==> src/rtl/cwd_pkg.sv <==
package cwd_pkg;

  localparam int PORT_W    = 8;
  localparam int NUM_PORTS = 1 << PORT_W;
  localparam int WORD_W    = 16;

  typedef enum logic [1:0] {
    WC_DATA     = 2'd0,
    WC_IDLE     = 2'd1,
    WC_PAYLOAD  = 2'd2,
    WC_RESERVED = 2'd3
  } word_class_t;

  typedef enum logic [1:0] {
    EOP_NONE  = 2'b00,
    EOP_ABORT = 2'b01,
    EOP_TWO   = 2'b10,
    EOP_ONE   = 2'b11
  } eop_t;

  // Upper nibble of a control word: bit 3 marks payload, bit 0 without bit 3 is reserved
  function automatic logic type_reserved(input logic [3:0] t);
    return !t[3] && t[0];
  endfunction

  function automatic logic ends_packet(input eop_t c);
    return c != EOP_NONE;
  endfunction

  // Running length after accepting one more data word
  function automatic logic [31:0] step_len(input logic first, input logic [31:0] prev);
    return first ? 32'd2 : prev + 32'd2;
  endfunction

  // Length presented on the closing word of a burst
  function automatic logic [31:0] closing_len(input logic [31:0] run, input eop_t c);
    return (c == EOP_ONE) ? run - 32'd1 : run;
  endfunction

endpackage

==> src/rtl/cwd_classify.sv <==
module cwd_classify
  import cwd_pkg::*;
(
  input  logic [WORD_W-1:0] word,
  input  logic              ctl,
  output word_class_t       cls,
  output eop_t              code,
  output logic [PORT_W-1:0] port,
  output logic              sop_bit
);

  logic unused_low;
  assign unused_low = ^word[3:0];

  always_comb begin
    if (!ctl)                          cls = WC_DATA;
    else if (type_reserved(word[15:12])) cls = WC_RESERVED;
    else if (word[15])                 cls = WC_PAYLOAD;
    else                               cls = WC_IDLE;
  end

  assign code    = eop_t'(word[14:13]);
  assign port    = word[11:4];
  assign sop_bit = word[12];

endmodule

==> src/rtl/cwd_port_map.sv <==
module cwd_port_map
  import cwd_pkg::*;
#(
  parameter int DEST_W = 4
) (
  input  logic              clk,
  input  logic              rst_n,
  input  logic              we,
  input  logic [PORT_W-1:0] waddr,
  input  logic              wactive,
  input  logic [DEST_W-1:0] wdest,
  input  logic [PORT_W-1:0] raddr,
  output logic              ractive,
  output logic [DEST_W-1:0] rdest
);

  logic [NUM_PORTS-1:0] act_q;
  logic [DEST_W-1:0]    dest_q [NUM_PORTS];

  always_ff @(posedge clk) begin
    if (!rst_n) begin
      act_q <= '0;
    end else if (we) begin
      act_q[waddr] <= wactive;
    end
  end

  always_ff @(posedge clk) begin
    if (we) dest_q[waddr] <= wdest;
  end

  assign ractive = act_q[raddr];
  assign rdest   = ractive ? dest_q[raddr] : '0;

endmodule

==> src/rtl/cwd_sequencer.sv <==
module cwd_sequencer
  import cwd_pkg::*;
#(
  parameter int DEST_W = 4
) (
  input  logic              clk,
  input  logic              rst_n,
  input  logic              in_valid,
  input  logic              in_sync,
  input  word_class_t       cls,
  input  eop_t              code,
  input  logic              sop_bit,
  input  logic [PORT_W-1:0] port,
  input  logic              map_active,
  input  logic [DEST_W-1:0] map_dest,
  output logic              take,
  output logic              take_first,
  output logic              take_sop,
  output logic              take_err,
  output logic [DEST_W-1:0] take_dest,
  output logic              close,
  output logic              burst_open,
  output logic              need_data,
  output logic              bus_err,
  output logic              inact_evt,
  output logic [PORT_W-1:0] inact_port
);

  logic              acc;
  logic              open_q, need_q, live_q, first_q, sop_q, abort_q, pkt_err_q;
  logic [DEST_W-1:0] dest_q;
  logic              ev_reserved, ev_missing, ev_orphan, ev_inactive;
  logic              abort_next;

  assign acc         = in_valid && in_sync;
  assign ev_reserved = acc && (cls == WC_RESERVED);
  assign ev_missing  = acc && (cls != WC_DATA) && need_q;
  assign ev_orphan   = acc && (cls == WC_DATA) && !open_q;
  assign ev_inactive = acc && (cls == WC_PAYLOAD) && !map_active;
  assign abort_next  = abort_q || (code == EOP_ABORT);

  assign take       = acc && (cls == WC_DATA) && open_q && live_q;
  assign take_first = first_q;
  assign take_sop   = sop_q;
  assign take_err   = pkt_err_q;
  assign take_dest  = dest_q;
  assign close      = acc && ((cls == WC_IDLE) || (cls == WC_PAYLOAD));
  assign burst_open = open_q;
  assign need_data  = need_q;

  always_ff @(posedge clk) begin
    if (!rst_n) begin
      open_q     <= 1'b0;
      need_q     <= 1'b0;
      live_q     <= 1'b0;
      first_q    <= 1'b0;
      sop_q      <= 1'b0;
      abort_q    <= 1'b0;
      pkt_err_q  <= 1'b0;
      dest_q     <= '0;
      bus_err    <= 1'b0;
      inact_evt  <= 1'b0;
      inact_port <= '0;
    end else begin
      bus_err   <= ev_reserved || ev_missing || ev_orphan;
      inact_evt <= ev_inactive;
      if (ev_inactive) inact_port <= port;
      if (!in_sync) begin
        open_q  <= 1'b0;
        need_q  <= 1'b0;
        live_q  <= 1'b0;
        first_q <= 1'b0;
        sop_q   <= 1'b0;
        abort_q <= 1'b0;
      end else if (in_valid) begin
        unique case (cls)
          WC_DATA: begin
            need_q <= 1'b0;
            if (take) begin
              first_q <= 1'b0;
              sop_q   <= 1'b0;
            end
          end
          WC_IDLE: begin
            open_q  <= 1'b0;
            need_q  <= 1'b0;
            live_q  <= 1'b0;
            first_q <= 1'b0;
            sop_q   <= 1'b0;
            abort_q <= abort_next;
          end
          WC_PAYLOAD: begin
            open_q  <= 1'b1;
            need_q  <= 1'b1;
            live_q  <= map_active;
            dest_q  <= map_dest;
            first_q <= 1'b1;
            sop_q   <= sop_bit && map_active;
            if (map_active && sop_bit) begin
              pkt_err_q <= abort_next;
              abort_q   <= 1'b0;
            end else begin
              abort_q   <= abort_next;
            end
          end
          WC_RESERVED: begin
            need_q <= 1'b0;
          end
          default: ;
        endcase
      end
    end
  end

endmodule

==> src/rtl/cwd_stager.sv <==
module cwd_stager
  import cwd_pkg::*;
#(
  parameter int DEST_W = 4,
  parameter int LEN_W  = 16
) (
  input  logic              clk,
  input  logic              rst_n,
  input  logic              drop,
  input  logic              take,
  input  logic              take_first,
  input  logic              take_sop,
  input  logic              take_err,
  input  logic [DEST_W-1:0] take_dest,
  input  logic [WORD_W-1:0] take_data,
  input  logic              close,
  input  eop_t              close_code,
  output logic              out_valid,
  output logic [WORD_W-1:0] out_data,
  output logic [DEST_W-1:0] out_dest,
  output logic              out_sop,
  output logic              out_eop,
  output logic [LEN_W-1:0]  out_len,
  output logic              out_err
);

  logic              held_v, held_sop, held_err;
  logic [WORD_W-1:0] held_data;
  logic [DEST_W-1:0] held_dest;
  logic [LEN_W-1:0]  held_len;
  logic              emit_mid, emit_end;

  assign emit_mid = take && held_v;
  assign emit_end = close && held_v;

  always_ff @(posedge clk) begin
    if (!rst_n) begin
      held_v    <= 1'b0;
      held_sop  <= 1'b0;
      held_err  <= 1'b0;
      held_data <= '0;
      held_dest <= '0;
      held_len  <= '0;
    end else if (drop) begin
      held_v <= 1'b0;
    end else if (take) begin
      held_v    <= 1'b1;
      held_sop  <= take_sop;
      held_err  <= take_err;
      held_data <= take_data;
      held_dest <= take_dest;
      held_len  <= LEN_W'(step_len(take_first, 32'(held_len)));
    end else if (close) begin
      held_v <= 1'b0;
    end
  end

  always_ff @(posedge clk) begin
    if (!rst_n) begin
      out_valid <= 1'b0;
      out_data  <= '0;
      out_dest  <= '0;
      out_sop   <= 1'b0;
      out_eop   <= 1'b0;
      out_len   <= '0;
      out_err   <= 1'b0;
    end else begin
      out_valid <= (emit_mid || emit_end) && !drop;
      if ((emit_mid || emit_end) && !drop) begin
        out_data <= held_data;
        out_dest <= held_dest;
        out_sop  <= held_sop;
        out_err  <= held_err;
        out_eop  <= emit_end && ends_packet(close_code);
        out_len  <= emit_end ? LEN_W'(closing_len(32'(held_len), close_code)) : held_len;
      end
    end
  end

endmodule

==> src/rtl/ctl_word_dispatch.sv <==
module ctl_word_dispatch
  import cwd_pkg::*;
#(
  parameter int DEST_W = 4,
  parameter int LEN_W  = 16
) (
  input  logic              clk,
  input  logic              rst_n,
  input  logic              in_valid,
  input  logic              in_ctl,
  input  logic              in_sync,
  input  logic [15:0]       in_word,
  input  logic              map_we,
  input  logic [7:0]        map_port,
  input  logic              map_active,
  input  logic [DEST_W-1:0] map_dest,
  output logic              out_valid,
  output logic [15:0]       out_data,
  output logic [DEST_W-1:0] out_dest,
  output logic              out_sop,
  output logic              out_eop,
  output logic [LEN_W-1:0]  out_len,
  output logic              out_err,
  output logic              bus_err,
  output logic              inact_evt,
  output logic [7:0]        inact_port
);

  word_class_t       w_cls;
  eop_t              w_code;
  logic [PORT_W-1:0] w_port;
  logic              w_sop;
  logic              lk_active;
  logic [DEST_W-1:0] lk_dest;
  logic              take, take_first, take_sop, take_err, close;
  logic [DEST_W-1:0] take_dest;
  logic              seq_open, seq_need;

  cwd_classify u_classify (
    .word    (in_word),
    .ctl     (in_ctl),
    .cls     (w_cls),
    .code    (w_code),
    .port    (w_port),
    .sop_bit (w_sop)
  );

  cwd_port_map #(.DEST_W(DEST_W)) u_map (
    .clk     (clk),
    .rst_n   (rst_n),
    .we      (map_we),
    .waddr   (map_port),
    .wactive (map_active),
    .wdest   (map_dest),
    .raddr   (w_port),
    .ractive (lk_active),
    .rdest   (lk_dest)
  );

  cwd_sequencer #(.DEST_W(DEST_W)) u_seq (
    .clk        (clk),
    .rst_n      (rst_n),
    .in_valid   (in_valid),
    .in_sync    (in_sync),
    .cls        (w_cls),
    .code       (w_code),
    .sop_bit    (w_sop),
    .port       (w_port),
    .map_active (lk_active),
    .map_dest   (lk_dest),
    .take       (take),
    .take_first (take_first),
    .take_sop   (take_sop),
    .take_err   (take_err),
    .take_dest  (take_dest),
    .close      (close),
    .burst_open (seq_open),
    .need_data  (seq_need),
    .bus_err    (bus_err),
    .inact_evt  (inact_evt),
    .inact_port (inact_port)
  );

  cwd_stager #(.DEST_W(DEST_W), .LEN_W(LEN_W)) u_stage (
    .clk        (clk),
    .rst_n      (rst_n),
    .drop       (!in_sync),
    .take       (take),
    .take_first (take_first),
    .take_sop   (take_sop),
    .take_err   (take_err),
    .take_dest  (take_dest),
    .take_data  (in_word),
    .close      (close),
    .close_code (w_code),
    .out_valid  (out_valid),
    .out_data   (out_data),
    .out_dest   (out_dest),
    .out_sop    (out_sop),
    .out_eop    (out_eop),
    .out_len    (out_len),
    .out_err    (out_err)
  );

endmodule

==> config.mk <==
export PLATFORM = sky130hd
export DESIGN_NAME = ctl_word_dispatch
export DESIGN_NICKNAME = d
export VERILOG_FILES = /design/src/rtl/cwd_pkg.sv /design/src/rtl/cwd_classify.sv /design/src/rtl/cwd_port_map.sv /design/src/rtl/cwd_sequencer.sv /design/src/rtl/cwd_stager.sv /design/src/rtl/ctl_word_dispatch.sv
export SDC_FILE = /design/constraint.sdc
export NUM_CORES = 2
export LEC_CHECK = 0
export BUFFER_PORTS_ARGS = -buffer_cell sky130_fd_sc_hd__clkbuf_2
export CAP_MARGIN = 25
export CORE_AREA = 5 5 331 333
export DETAILED_ROUTE_END_ITERATION = 8
export DIE_AREA = 0 0 336 338
export PLACE_DENSITY = 0.66
export SLEW_MARGIN = 20
export SYNTH_ARGS = -nofsm -noshare
export SYNTH_HDL_FRONTEND = slang
export SYNTH_SLANG_ARGS = --single-unit
==> constraint.sdc <==
create_clock -name clk -period 3.6 [get_ports clk]
set_clock_uncertainty 0.2 [all_clocks]
set_input_delay 0.18 -clock clk [delete_from_list [all_inputs] [get_ports clk]]
set_output_delay 0.18 -clock clk [all_outputs]
set_load 0.05 [all_outputs]
==> summary.md <==
| Metric | Value |
|---|---|
| Main synth FF type | `edfxtp_1` |
| Hpwl dp | `86900 um` |
| Global route overflow | `0` |
| Share of the synthesized area in the top cell type | `0.551` |
| Final critical-path required period | `3460 ps` |
| Syn nets | `3727` |
| Postcts setup bufs | `0` |
| RePlAce Congestion | `0.861` |
| Synth area leader | `edfxtp_1` |
| P&R area growth vs syn | `13.5%` |
| Nets | `3854` |
| Netlist cell types | `65` |
| Arr. time, crit path | `3960 ps` |
| Per-cell routed wire length | `25.5 um` |
| Worst Tran Pin Value | `1020 ps` |
| Post-place instance area | `0.0581 sq mm` |
| Hold Vio Cnt, Final | `0` |
| Final number of setup-violating endpoints | `0` |
| Post-synth top cells | `1024 x edfxtp_1, 425 x nand2_1, 355 x dfxtp_1, 354 x mux4_2, 325 x a21oi_1` |
| Synth top area cells | `edfxtp_1 55%, mux4_2 14%, dfxtp_1 13%` |
| Worst-path clk slew | `60 ps` |
| Pwr/cell area | `529 mW/mm^2` |
| Critical path peak fanout | `22` |
| Die Y | `338 um` |
| Final Cycle Share | `0.962` |
| Cts bufs inserted | `142` |
| CTS H-Tree Depth | `4` |
| GR Util All Layers | `0.242` |
| Via total after detailed routing | `32500` |
| Outcome | `completed` |
| Initial DRT Pass Iterations | `6` |
| Layout cell share with drive strength beyond 1 | `0.211` |
| Number of global-route vias before repair | `32500` |
| Synth Cell Area | `0.0558 sq mm` |
| Pin count of the biggest net entering global routing | `127` |
| Drt initial violations | `3193` |
| Buffers on Ports | `84` |
| Crit path kind | `input pin to flop` |
| Starting Density | `0.525` |
| Final Non-Filler Cells | `5338` |
| Row count | `120` |
| Post-route cell area | `0.0633 sq mm` |
| EDFF count, synth | `1024` |
| CTS tree | `yes` |
| Synth warn | `0` |
| RSZ-0062 raised after global routing | `false` |
| Max-slew violation count | `0` |
| I/O Pins | `85` |
| Mapped Cells | `3686` |
| CTS Buffer Depth | `3` |
| Routed wire length | `136000 um` |
| Clk sink count | `1379` |
| Design Power | `33.5 mW` |
| Worst Path Required | `4090 ps` |
| Syn_area_per_cell | `15.1 sq um` |
| Clk Latency, worst-skew pair | `750 ps` |
| Initial antenna violation count | `2` |
| Layout Utilization | `0.595` |
| F_max | `289 MHz` |
| First-pass GRT wire length | `206000 um` |
| Crit. End Element | `flop` |
| Seq cells post-synth | `1379` |
| Dpl cells | `5023` |
| Die area | `0.114 sq mm` |
| Final setup TNS | `0 ps` |
| Die width | `336 um` |
| R2R setup slack | `270 ps` |
| # DRC | `0` |
| Clock root buffer | `clkbuf_16` |
| P_leak | `20.0 nW` |
| Via/cell ratio | `6.09` |
| DRT antenna net count | `0` |
| Count leader, synth | `edfxtp_1` |
| Worst min path class | `input pin to flop` |
| Slew Limit Headroom | `0.318` |
| Async set-reset flop share out of synthesis | `0` |
| Number of max-cap violations | `0` |
| Critical Path Source Type | `input pin` |
| Core area | `0.106 sq mm` |
| Worst vdd ir | `0.000673 V` |
| Sequential share of the synthesized area | `0.679` |
## area by class of cell
cell class | instances | area, sq um
fill | 7892 | 43000
multi-input combinational | 2008 | 16500
tap | 1403 | 1760
clock inverter | 71 | 785
clock buffer | 193 | 3930
timing repair buffer | 273 | 2380
sequential | 1379 | 37900
antenna | 2 | 5.00
inverter | 9 | 41.3
## flip-flops by register name, indices dropped and copies added (netlist names), 4 cells and up
name,count
u_stage.held_dest,4
u_seq.inact_port,8
u_stage.out_dest,4
u_map.act_q,256
u_stage.out_data,16
u_stage.out_len,16
u_stage.held_len,15
u_map.dest_q,1024
u_seq.take_dest,4
u_stage.held_data,16
## logic make-up after synthesis
family / after synthesis / share of synthesized area
adders and majority gates: 6 / 0.00135
AOI/OAI and AO/OA: 675 / 0.0648
DFF: 1379 / 0.679
and+or+nand+nor: 872 / 0.0648
xor gates and xnor gates: 23 / 0.00361
buffers and inverters: 299 / 0.0254
muxes: 432 / 0.161
## what timing repair did
item	in CTS	in global routing
hold buffers	49	0
endpoints found under the hold margin	473	0
resized for setup	0	0
## routing by layer
| layer | vias to the layer above | share of wire | wire length, um | GRT usage |
|---|---|---|---|---|
| met2 | 1386 | 0.49 | 66200 | 0.395 |
| met3 | 240 | 0.079 | 10800 | 0.0476 |
| met1 | 16500 | 0.41 | 55500 | 0.335 |
| li1 | 14400 | - | - | - |
| met4 | 2 | 0.027 | 3730 | 0.0728 |
| met5 | - | 0.000095 | 13 | 0 |
## metrics by stage
| step | setup slack (ps) | hold WS, ps |
|---|---|---|
| after floorplan | 725 | 78.9 |
| after global placement | 114 | 217 |
| after detailed placement | 129 | 219 |
| after CTS | 260 | 20.3 |
| after global routing | 151 | 59.0 |
| final | 138 | 52.3 |
## cell usage in the layout (no fill, tap or decap), types with 8 or more instances in the layout
cell           synthesis  layout
mux2i_1               64      64
nor2b_1               18      18
xnor2_1               13      13
nand2_2                0      12
dlygate4sd3_1          0      49
o21ai_1                9       9
buf_4                  6     114
mux4_1                14      14
mux4_2               354     354
a211oi_1              15      15
nor3_1                13      13
edfxtp_1            1024    1024
clkbuf_8               0      11
a21oi_1              325     324
clkbuf_2               0      74
dfxtp_1              355     355
clkinv_1               0      12
xor2_1                10      10
clkbuf_16              0     147
nor2_1               312     311
o21ai_0              273     273
bufinv_16              0      13
a22oi_1               20      20
nand2_1              425     413
nand3_1               46      42
clkbuf_1             197      38
and3_1                 8       8
clkinv_2               0      27
buf_12                 4      28
nor3b_1               11      11
## path summary, 6_finish.rpt
path,cells past startpoint,to,start
max reg2reg,9,u_seq.take_sop,u_map.act_q[161]
min,5,u_seq.inact_port[0],in_word[4]
min reg2reg,2,u_stage.out_sop,u_stage.out_sop
max,11,u_seq.take_sop,in_word[7]
## critical path: stages
cell           delay (ps)
dlygate4sd3_1         530
buf_4                 510
mux4_2                350
mux2i_1                70
a22oi_1               150
nand3_1               240
a32oi_2               470
a22oi_2               240
or3_1                 430
a21oi_1               130
dlygate4sd3_1         560
## power by group
part / total [mW] / switching (mW) / internal [mW]
clock network: 14.7 / 6.10 / 8.64
registers: 17.1 / 0.00981 / 17.1
logic: 1.66 / 1.04 / 0.623
(Power assumes the default switching activity.)
